`config.mk`:
```
export PLATFORM = sky130hd
export DESIGN_NAME = tape_pulse_gen
export DESIGN_NICKNAME = d
export VERILOG_FILES = /design/src/rtl/tape_pkg.sv /design/src/rtl/tape_half_timer.sv /design/src/rtl/tape_bit_shifter.sv /design/src/rtl/tape_pulse_gen.sv
export SDC_FILE = /design/constraint.sdc
export NUM_CORES = 1
export LEC_CHECK = 0
export BUFFER_PORTS_ARGS = -buffer_cell sky130_fd_sc_hd__buf_2
export CORE_MARGIN = 4
export CORE_UTILIZATION = 64
export CTS_CLUSTER_SIZE = 40
export DETAILED_ROUTE_END_ITERATION = 10
export PLACE_DENSITY = 0.89
export SYNTH_ARGS = -nofsm -noshare
export SYNTH_HDL_FRONTEND = slang
export SYNTH_SLANG_ARGS = --single-unit
```
`constraint.sdc`:
```
create_clock -name clk_i -period 10.7 [get_ports clk_i]
set_clock_uncertainty 0.15 [all_clocks]
set_input_delay 1.605 -clock clk_i [delete_from_list [all_inputs] [get_ports clk_i]]
set_output_delay 1.605 -clock clk_i [all_outputs]
set_load 0.05 [all_outputs]
```
`src/rtl/tape_pkg.sv`:
```
package tape_pkg;
  typedef enum logic [3:0] {
    KIND_STD    = 4'd0,
    KIND_TURBO  = 4'd1,
    KIND_TONE   = 4'd2,
    KIND_PULSES = 4'd3,
    KIND_PDATA  = 4'd4,
    KIND_PAUSE  = 4'd5,
    KIND_LOOP_S = 4'd6,
    KIND_LOOP_E = 4'd7,
    KIND_STOP48 = 4'd8
  } kind_e;

  typedef struct packed {
    kind_e       kind;
    logic        hdr;
    logic [15:0] pilot_w;
    logic [15:0] pilot_n;
    logic [15:0] sync1_w;
    logic [15:0] sync2_w;
    logic [15:0] zero_w;
    logic [15:0] one_w;
    logic [3:0]  last_bits;
    logic [15:0] gap_ms;
    logic [15:0] loop_n;
    logic [23:0] base;
    logic [23:0] len;
  } dsc_t;

  localparam int DSC_W = $bits(dsc_t);

  typedef enum logic [3:0] {
    ST_IDLE, ST_NEXT, ST_PILOT, ST_SYNC1, ST_SYNC2,
    ST_FETCH, ST_BIT_LO, ST_BIT_HI, ST_GAP, ST_PSEQ
  } st_e;
endpackage

```
`src/rtl/tape_half_timer.sv`:
```
module tape_half_timer #(
  parameter int W = 32
) (
  input  logic         clk_i,
  input  logic         rst_ni,
  input  logic         clr_i,
  input  logic         tick_i,
  input  logic [W-1:0] width_i,
  output logic         done_o
);
  logic [W-1:0] cnt_q;

  // zero width finishes without consuming a tick
  assign done_o = (width_i == '0) || (tick_i && (cnt_q == width_i - W'(1)));

  always_ff @(posedge clk_i or negedge rst_ni) begin
    if (!rst_ni)               cnt_q <= '0;
    else if (clr_i || done_o)  cnt_q <= '0;
    else if (tick_i)           cnt_q <= cnt_q + W'(1);
  end
endmodule

```
`src/rtl/tape_bit_shifter.sv`:
```
module tape_bit_shifter (
  input  logic       clk_i,
  input  logic       rst_ni,
  input  logic       load_i,
  input  logic [7:0] byte_i,
  input  logic [3:0] nbits_i,
  input  logic       shift_i,
  output logic       bit_o,
  output logic       last_o
);
  logic [7:0] sh_q;
  logic [3:0] nb_q;

  always_ff @(posedge clk_i or negedge rst_ni) begin
    if (!rst_ni) begin
      sh_q <= '0;
      nb_q <= '0;
    end else if (load_i) begin
      sh_q <= byte_i;
      nb_q <= nbits_i;
    end else if (shift_i) begin
      sh_q <= {sh_q[6:0], 1'b0};
      nb_q <= nb_q - 4'd1;
    end
  end

  assign bit_o  = sh_q[7];
  assign last_o = (nb_q <= 4'd1);
endmodule

```
`src/rtl/tape_pulse_gen.sv`:
```
module tape_pulse_gen
  import tape_pkg::*;
#(
  parameter int IDX_W        = 12,
  parameter int TIMER_W      = 32,
  parameter int STD_PILOT_W  = 2168,
  parameter int STD_HDR_N    = 8063,
  parameter int STD_DAT_N    = 3223,
  parameter int STD_SYNC1_W  = 667,
  parameter int STD_SYNC2_W  = 735,
  parameter int STD_ZERO_W   = 855,
  parameter int STD_ONE_W    = 1710,
  parameter int TICKS_PER_MS = 3500
) (
  input  logic             clk_i,
  input  logic             rst_ni,
  input  logic             tick_i,
  input  logic             play_i,
  input  logic             stop_i,
  input  logic             rewind_i,
  input  logic             mode48_i,
  input  logic [IDX_W-1:0] num_blocks_i,
  output logic [IDX_W-1:0] desc_idx_o,
  input  logic [DSC_W-1:0] desc_i,
  output logic [7:0]       pul_idx_o,
  input  logic [15:0]      pul_w_i,
  output logic             byte_req_o,
  output logic [23:0]      byte_addr_o,
  input  logic             byte_ack_i,
  input  logic [7:0]       byte_i,
  output logic             lvl_o,
  output logic             playing_o
);
  localparam logic [IDX_W-1:0] IDX_ONE = IDX_W'(1);

  st_e              st_q;
  logic [IDX_W-1:0] idx_q, loop_ret_q;
  logic [15:0]      loop_n_q;
  logic [16:0]      half_q;
  logic [7:0]       pidx_q;
  logic [23:0]      k_q;

  dsc_t             d;
  logic             is_std, is_turbo, is_tone, timed, done, last_byte;
  logic [15:0]      pil_w, pil_n, s1_w, s2_w, z_w, o_w;
  logic [16:0]      pil_tgt;
  logic [3:0]       lb, nbits;
  logic [TIMER_W-1:0] tw;
  logic             sh_bit, sh_last, sh_load, sh_shift;

  assign d        = dsc_t'(desc_i);
  assign is_std   = (d.kind == KIND_STD);
  assign is_turbo = (d.kind == KIND_TURBO);
  assign is_tone  = (d.kind == KIND_TONE);

  assign pil_w   = is_std ? 16'(STD_PILOT_W) : d.pilot_w;
  assign pil_n   = is_std ? (d.hdr ? 16'(STD_HDR_N) : 16'(STD_DAT_N)) : d.pilot_n;
  assign pil_tgt = {1'b0, pil_n} + 17'(pil_n[0]);  // round odd counts up
  assign s1_w    = is_std ? 16'(STD_SYNC1_W) : (is_turbo ? d.sync1_w : 16'd0);
  assign s2_w    = is_std ? 16'(STD_SYNC2_W) : (is_turbo ? d.sync2_w : 16'd0);
  assign z_w     = is_std ? 16'(STD_ZERO_W) : d.zero_w;
  assign o_w     = is_std ? 16'(STD_ONE_W) : d.one_w;
  assign lb      = (is_std || d.last_bits == 4'd0 || d.last_bits > 4'd8) ? 4'd8 : d.last_bits;
  assign last_byte = ((k_q + 24'd1) == d.len);
  assign nbits   = last_byte ? lb : 4'd8;

  always_comb begin
    unique case (st_q)
      ST_PILOT:            tw = TIMER_W'(pil_w);
      ST_SYNC1:            tw = TIMER_W'(s1_w);
      ST_SYNC2:            tw = TIMER_W'(s2_w);
      ST_BIT_LO, ST_BIT_HI: tw = TIMER_W'(sh_bit ? o_w : z_w);
      ST_GAP:              tw = TIMER_W'(d.gap_ms) * TIMER_W'(TICKS_PER_MS);
      ST_PSEQ:             tw = TIMER_W'(pul_w_i);
      default:             tw = '0;
    endcase
  end

  assign timed = st_q inside {ST_PILOT, ST_SYNC1, ST_SYNC2, ST_BIT_LO, ST_BIT_HI, ST_GAP, ST_PSEQ};

  tape_half_timer #(.W(TIMER_W)) u_timer (
    .clk_i(clk_i), .rst_ni(rst_ni), .clr_i(!timed), .tick_i(tick_i),
    .width_i(tw), .done_o(done)
  );

  assign sh_load  = (st_q == ST_FETCH) && byte_ack_i;
  assign sh_shift = (st_q == ST_BIT_HI) && done && !sh_last;

  tape_bit_shifter u_shift (
    .clk_i(clk_i), .rst_ni(rst_ni), .load_i(sh_load), .byte_i(byte_i),
    .nbits_i(nbits), .shift_i(sh_shift), .bit_o(sh_bit), .last_o(sh_last)
  );

  always_ff @(posedge clk_i or negedge rst_ni) begin
    if (!rst_ni) begin
      st_q <= ST_IDLE; idx_q <= '0; loop_ret_q <= '0; loop_n_q <= '0;
      half_q <= '0; pidx_q <= '0; k_q <= '0;
    end else if (rewind_i) begin
      st_q <= ST_IDLE; idx_q <= '0;
    end else if (stop_i) begin
      st_q <= ST_IDLE;
    end else begin
      unique case (st_q)
        ST_IDLE: if (play_i) st_q <= ST_NEXT;
        ST_NEXT: begin
          if (idx_q >= num_blocks_i) begin
            st_q <= ST_IDLE; idx_q <= '0;
          end else begin
            unique case (d.kind)
              KIND_STD, KIND_TURBO, KIND_TONE: begin
                half_q <= '0;
                if (pil_n != 16'd0)  st_q <= ST_PILOT;
                else if (is_tone)    idx_q <= idx_q + IDX_ONE;
                else                 st_q <= ST_SYNC1;
              end
              KIND_PDATA: st_q <= ST_SYNC1;
              KIND_PULSES: begin
                pidx_q <= '0;
                if (d.pilot_n[7:0] == 8'd0) idx_q <= idx_q + IDX_ONE;
                else                        st_q <= ST_PSEQ;
              end
              KIND_PAUSE: st_q <= ST_GAP;
              KIND_LOOP_S: begin
                loop_n_q   <= d.loop_n;
                loop_ret_q <= idx_q + IDX_ONE;
                idx_q      <= idx_q + IDX_ONE;
              end
              KIND_LOOP_E: begin
                loop_n_q <= loop_n_q - 16'd1;
                idx_q    <= (loop_n_q != 16'd1) ? loop_ret_q : idx_q + IDX_ONE;
              end
              KIND_STOP48: begin
                if (mode48_i) st_q <= ST_IDLE;
                else          idx_q <= idx_q + IDX_ONE;
              end
              default: st_q <= ST_IDLE;
            endcase
          end
        end
        ST_PILOT: if (done) begin
          if (half_q + 17'd1 >= pil_tgt) begin
            if (is_tone) begin idx_q <= idx_q + IDX_ONE; st_q <= ST_NEXT; end
            else st_q <= ST_SYNC1;
          end else half_q <= half_q + 17'd1;
        end
        ST_SYNC1: if (done) st_q <= ST_SYNC2;
        ST_SYNC2: if (done) begin
          k_q  <= '0;
          st_q <= (d.len == 24'd0) ? ST_GAP : ST_FETCH;
        end
        ST_FETCH:  if (byte_ack_i) st_q <= ST_BIT_LO;
        ST_BIT_LO: if (done) st_q <= ST_BIT_HI;
        ST_BIT_HI: if (done) begin
          if (!sh_last) st_q <= ST_BIT_LO;
          else begin
            k_q  <= k_q + 24'd1;
            st_q <= (k_q + 24'd1 < d.len) ? ST_FETCH : ST_GAP;
          end
        end
        ST_GAP: if (done) begin
          idx_q <= idx_q + IDX_ONE;
          st_q  <= (d.kind == KIND_PAUSE && d.gap_ms == 16'd0) ? ST_IDLE : ST_NEXT;
        end
        ST_PSEQ: if (done) begin
          if (pidx_q + 8'd1 >= d.pilot_n[7:0]) begin
            idx_q <= idx_q + IDX_ONE; st_q <= ST_NEXT;
          end else pidx_q <= pidx_q + 8'd1;
        end
        default: st_q <= ST_IDLE;
      endcase
    end
  end

  assign lvl_o = (st_q == ST_PILOT && half_q[0]) || (st_q == ST_SYNC2) ||
                 (st_q == ST_BIT_HI) || (st_q == ST_PSEQ && pidx_q[0]);
  assign playing_o   = (st_q != ST_IDLE);
  assign desc_idx_o  = idx_q;
  assign pul_idx_o   = pidx_q;
  assign byte_req_o  = (st_q == ST_FETCH);
  assign byte_addr_o = d.base + k_q;
endmodule

```
### Word-level counts from Yosys, hierarchy flattened

Cells that the tools add are included.

* $add $sub $neg: 10
* multipliers: 1
* order comparisons: 6
* eq/ne operators: 55
* multiplexer cells: 74
* bitwise gates (word level): 3
* reduce and logical (&&, ||, !) cells: 43

Operator list (count)
* $pmux W28 S6: 1
* $mux W12: 13
* $mux W16: 9
* $mux W4: 25
* $mux W24: 3
* $mux W17: 4
* $mux W32: 2
* $pmux W12 S5: 1
* $mux W8: 6
* $pmux W12 S4: 1
* $pmux W24 S2: 1
* $ne A4 B4 Y1 const B: 10
* $pmux W4 S10: 1
* $pmux W17 S2: 1
* $add A32 B1 Y32 const B: 1
* $eq A32 B32 Y1: 1
* $eq A4 B3 Y1 const B: 8
* $logic_not A32 Y1: 1
* $pmux W16 S2: 1
* $sub A28 B1 Y29 const B: 1
* $mul A16 B10 Y26 const B: 1
* $add A24 B1 Y24 const B: 1
* $add A24 B24 Y24: 1
* $eq A24 B24 Y1: 1
* other kinds (49): 97

* register bits after elaboration: 137
* bits of input ports: 229
* logic and storage cells: 202

### Logic depth before layout (Yosys ltp)

* depth after elaboration: 12
* gate-level depth with buffers: 27

### Cells and area by module

A second synthesis with hierarchy kept.

* cells, all modules: 2124
* area total of the unflattened synthesis: 17118.9 µm²

Modules (own cells, without submodules)
* tape_pulse_gen: instances 1, cells each 1738, area each 13684.4 µm²
* tape_half_timer: instances 1, cells each 328, area each 2825.2 µm²
* tape_bit_shifter: instances 1, cells each 58, area each 609.3 µm²

### Worst setup path before layout

No wires, ideal clock.

* path type: input to register
* from: input desc_i[70]
* to: register pidx_q[0], in the netlist pul_idx_o[0]
* library setup time: 125 ps
* data arrival time: 8301 ps
* setup slack: 2124 ps
* cell stages on the path: 25
* buffers on the path: 2
* cell sequence: inv_1 -> ha_1 -> inv_1 -> fa_1 -> fa_1 -> fa_1 -> inv_1 -> fa_1 -> ha_1 -> clkbuf_1 -> nand3_1 -> or3_1 -> a211o_1 -> and3_1 -> xnor2_1 -> nor2_1 -> nor4_1 -> nand2_1 -> or4_1 -> a221oi_2 -> and4_1 -> o21ai_1 -> a221o_1 -> buf_6 -> mux2_4

* word-level cells in the longest chain between the ends: 8
* elaborated cells on any way between the ends: 9

RTL lines
* start, declared: RTL line tape_pulse_gen.sv:24 `input logic [DSC_W-1:0] desc_i,`
* $mul A16 B10 Y26 *: RTL line tape_pulse_gen.sv:73 `ST_GAP: tw = TIMER_W'(d.gap_ms) * TIMER_W'(TICKS_PER_MS);`
* $pmux W28 S6 *: RTL line tape_pulse_gen.sv:68 `unique case (st_q)`
* $sub A28 B1 Y29: RTL line tape_half_timer.sv:14 `assign done_o = (width_i == '0) || (tick_i && (cnt_q == width_i - W'(1)));`
* $eq A32 B32 Y1: RTL line tape_half_timer.sv:14
* $logic_and A1 B1 Y1: RTL line tape_half_timer.sv:14
* $logic_or A1 B1 Y1 *: RTL line tape_half_timer.sv:14
* $ne A2 B2 Y1 (no source line) *
* $reduce_and A7 Y1 (no source line) *
* end signal, assigned: RTL line tape_pulse_gen.sv:167 `end else pidx_q <= pidx_q + 8'd1;`
* end, declared: RTL line tape_pulse_gen.sv:40 `logic [7:0] pidx_q;`

Every way passes the cells marked *; elsewhere a longest branch is shown, timed or not.
A chain may end at the register's enable or synchronous reset.

### Final worst setup path

* from: input desc_i[65]
* to: register k_q[20]

* word-level cells in the longest chain between the ends: 8
* elaborated cells on any way between the ends: 10

RTL lines
* $mul A16 B10 Y26 *: RTL line tape_pulse_gen.sv:73
* $pmux W28 S6 *: RTL line tape_pulse_gen.sv:68
* $sub A28 B1 Y29: RTL line tape_half_timer.sv:14
* $eq A32 B32 Y1: RTL line tape_half_timer.sv:14
* $logic_and A1 B1 Y1: RTL line tape_half_timer.sv:14
* $logic_or A1 B1 Y1 *: RTL line tape_half_timer.sv:14
* $ne A2 B2 Y1 (no source line)
* $reduce_and A6 Y1 (no source line) *
* end signal, assigned: RTL line tape_pulse_gen.sv:156 `k_q <= k_q + 24'd1;`
* end, declared: RTL line tape_pulse_gen.sv:41 `logic [23:0] k_q;`

Marks and branches as above.

==> run summary <==
### Place
• final HPWL from detailed placement: 43.7 mm
• cell count after placement: 2784
• I/O Buffers: 275
• GP Congestion: 0.988

### Power
• portion of total power attributed to the clock network: 0.191
• IR drop worst, VDD: 0.173 mV
• total power density per cell area: 152 mW/mm^2
• sequential share of power: 0.186
• leak pwr: 9.42 nW
• power share of the combinational group: 0.622
• switching power summed over all nets: 1.50 mW
• fraction of power spent switching nets: 0.495
• internal cell power: 1.53 mW

### Clock tree
• CTS Hold Bufs: 0
• Clock transition at path regs: 0.07 ns
• worst-skew pair later-pin latency: 0.43 ns
• clock tree from TritonCTS: done
• CTS sink cnt: 137
• Clock Path Buffers: 2
• CTS resizes: 0
• CTS Root Cell: sky130_fd_sc_hd__clkbuf_16
• maximum level of the CTS H-tree: 4
• number of buffers created by CTS: 17
• post-CTS setup-driven buffer insertion count: 0

### Finish
• most used cells in the layout excluding fill and tap cells: sky130_fd_sc_hd__buf_2 (274), sky130_fd_sc_hd__inv_1 (218), sky130_fd_sc_hd__ha_1 (190), sky130_fd_sc_hd__nand2_1 (171), sky130_fd_sc_hd__nor2_1 (164)
• count of nets after finishing: 2911
• synth-to-layout area growth: 12.2%
• ratio of cells with drive above 1 in the final layout: 0.151
• most common library cell in the layout ignoring fill and taps: sky130_fd_sc_hd__buf_2
• Cell Count, Final, Fillers Out: 2821

### Worst setup path
• data required time of the critical path: 10.87 ns
• crit end category: flop
• largest fanout on the critical path: 24
• Data arrival, critical path: 9.43 ns
• critical path start-end classification: input pin to flop
• Setup crit start kind: input pin

### Timing
• period utilisation layout: 0.866
• number of pins exceeding their max-slew limit in the final report: 0
• upper clock frequency limit: 108 MHz
• time the worst path needs with I/O delays and setup: 9.26 ns
• setup violation total in the final timing report: 0
• unrepaired setup endpoints after global routing: no
• total count of hold-check failures in the final report: 0
• setup total negative slack: 0 ns
• transition time at the pin with the least slew margin: 1.16 ns
• Slew Limit Headroom: 0.222

### Global route
• grt ovf: 0
• number of antenna violations at the first check in global routing: 6
• largest net degree at the start of global routing: 88
• via count of the first global-routing pass: 17.9k
• global-route wire length before repair: 89.1 mm
• global routing usage summed across all routing layers: 0.353

### Detailed routing
• DR WL/cell: 19.6 um
• iteration count of the initial detailed-routing pass: 7
• Starting DRT DRC Count: 1987
• count of nets left with antenna violations after detail routing: 0
• detailed-route DRC error count: 0
• WL final: 55.3 mm
• number of vias in the routed layout: 18.3k
• vias per cell: 6.48

### Synth
• cell count after synthesis: 2225
• Unique masters post-synth: 87
• Synth Flop Type: sky130_fd_sc_hd__dfrtp_1
• sequential fraction of the synthesis area: 0.193
• synthesized area: 0.0177 mm^2
• proportion of synthesized area in mux cells: 0.0305
• post-synthesis compound-gate area fraction: 0.211
• post-synthesis share of cell area spent on xor and xnor gates: 0.0755
• post-synth net total: 2705
• Post-Synth Simple-Gate Area: 0.217
• number of synthesis warnings: 0
• post-synthesis area per instance: 7.98 um^2
• largest family of logic cells by synthesized area: simple AND/OR/NAND/NOR gates
• number of synthesized flops with an enable pin: 0
• flops & latches, synth: 137
• proportion of register bits with asynchronous set or reset after synthesis: 1.00
• share of synthesized cell area in full adder, half adder and majority cells: 0.203

### Floorplan
• die outline height: 175 um
• full die area: 0.0305 mm^2
• Cell Rows: 60
• Top Ports: 276
• Initial Util: 0.655
• CORE AREA: 0.0271 mm^2
• die width: 175 um

### Hold path
• path class of the lowest-slack min-delay path: flop to flop

### Run status
• result of the run: finished, final reports clean

### Job
• total of max-cap violations: 0

-- state kept, by name, indices dropped and copies added (netlist names) --
signal         cells
u_shift.sh_q       8
u_timer.cnt_q     32
pul_idx_o          8
st_q               4
loop_n_q          16
u_shift.nb_q       4
desc_idx_o        12
loop_ret_q        12
k_q               24
half_q            17
-- synth_stat cells, drive strengths merged, types with 8 or more instances --
| cell | instances | area [um^2] |
|---|---|---|
| fa | 61 | 1220 |
| nor2b | 17 | 106 |
| a2111oi | 8 | 95.1 |
| xor2 | 54 | 473 |
| inv | 218 | 818 |
| nand3 | 101 | 516 |
| or3 | 24 | 150 |
| a21o | 26 | 195 |
| o21a | 25 | 188 |
| nor4 | 31 | 215 |
| buf | 23 | 134 |
| and4 | 8 | 70.1 |
| or2 | 9 | 56.3 |
| ha | 190 | 2380 |
| nand4 | 46 | 288 |
| nor2 | 164 | 616 |
| a31oi | 13 | 81.3 |
| o2111ai | 9 | 78.8 |
| nand2 | 171 | 642 |
| mux2i | 45 | 454 |
| and2 | 16 | 100 |
| a311oi | 10 | 87.6 |
| a21boi | 8 | 60.1 |
| and3 | 39 | 244 |
| nand3b | 8 | 60.1 |
| o21ai | 146 | 731 |
| clkbuf | 80 | 300 |
| a22o | 14 | 123 |
| o221ai | 8 | 70.1 |
| a22oi | 20 | 150 |
| nand2b | 28 | 175 |
| o211ai | 15 | 113 |
| dfrtp | 137 | 3430 |
| xnor2 | 99 | 867 |
| a211oi | 30 | 235 |
| nor3 | 55 | 290 |
| a32o | 19 | 190 |
| a21oi | 138 | 691 |
-- cell families after synthesis --
group                      count (synthesis)
AOI/OAI and AO/OA                        560
muxes                                     52
and+or+nand+nor                          751
xor gates and xnor gates                 153
buffers and inverters                    321
adders and majority gates                251
DFF                                      137
-- final timing paths --
path | startpoint | to | slack, ns | cells past startpoint
max | desc_i[65] | k_q[20]$_DFFE_PN0P_ | 1.44 | 24
min | u_shift.sh_q[4]$_DFFE_PN0P_ | u_shift.sh_q[4]$_DFFE_PN0P_ | 0.33 | 2
max reg2reg | st_q[3]$_DFFE_PN0P_ | k_q[20]$_DFFE_PN0P_ | 3.95 | 16
min reg2reg | u_shift.sh_q[4]$_DFFE_PN0P_ | u_shift.sh_q[4]$_DFFE_PN0P_ | 0.33 | 2
max in group asynchronous | rst_ni | loop_n_q[5]$_DFFE_PN0P_ | 8.08 | 2
min in group asynchronous | rst_ni | half_q[13]$_DFFE_PN0P_ | 1.09 | 1
-- metrics by stage --
step	area, um^2	total power [mW]	util	hold slack (ns)	worst slack (ns)
detailed placement	19300	2.40	0.713	0.319	1.09
finish	19900	3.02	0.734	0.333	1.44
global route	19900	3.25	0.734	0.360	0.856
floorplan	17700	1.92	-	0.299	2.12
CTS	19900	2.98	0.734	0.335	1.55
global placement	19300	2.34	0.713	0.311	1.40
-- area by class of cell --
class,count,area [um^2]
Clock buffer,18,439
Multi-Input combinational cell,1767,13100
Fill cell,2125,7200
Sequential cell,137,3430
Tap cell,372,465
Inverter,218,818
Timing Repair Buffer,290,1500
Antenna cell,5,12.5
Clock inverter,14,133
-- power groups by stage --
stage	clock network (mW)	logic [mW]	registers [mW]
2_1_floorplan	0	1.34	0.579
3_3_place_gp	0	1.77	0.570
3_5_place_dp	0	1.83	0.572
4_1_cts	0.579	1.84	0.562
5_1_grt	0.603	2.08	0.566
6_report	0.579	1.88	0.564
-- per-layer routing --
metal	GRT usage	up-vias	wire [um]
met2	0.586	975	26000
met4	0.192	2	3290
li1	-	8432	-
met3	0.0635	231	4550
met5	0	-	18
met1	0.436	8640	21500
-- critical path: stages --
cell and delay [ns]:
sky130_fd_sc_hd__buf_2 0.14, sky130_fd_sc_hd__ha_1 0.40, sky130_fd_sc_hd__xor2_1 0.20, sky130_fd_sc_hd__ha_1 0.30, sky130_fd_sc_hd__inv_1 0.05, sky130_fd_sc_hd__fa_1 0.51
sky130_fd_sc_hd__fa_1 0.55, sky130_fd_sc_hd__inv_1 0.05, sky130_fd_sc_hd__fa_1 0.45, sky130_fd_sc_hd__ha_1 0.43, sky130_fd_sc_hd__and3_1 0.22, sky130_fd_sc_hd__nand2_1 0.08
sky130_fd_sc_hd__a21oi_1 0.34, sky130_fd_sc_hd__a21oi_1 0.19, sky130_fd_sc_hd__xnor2_1 0.37, sky130_fd_sc_hd__nand4_1 0.32, sky130_fd_sc_hd__a211oi_1 0.61, sky130_fd_sc_hd__nand2_1 0.17
sky130_fd_sc_hd__or4_1 0.58, sky130_fd_sc_hd__a221oi_2 0.31, sky130_fd_sc_hd__nand4_1 0.35, sky130_fd_sc_hd__a211o_1 0.71, sky130_fd_sc_hd__o21bai_1 0.29, sky130_fd_sc_hd__a21o_1 0.19
Power figures use the tool's default switching activity.
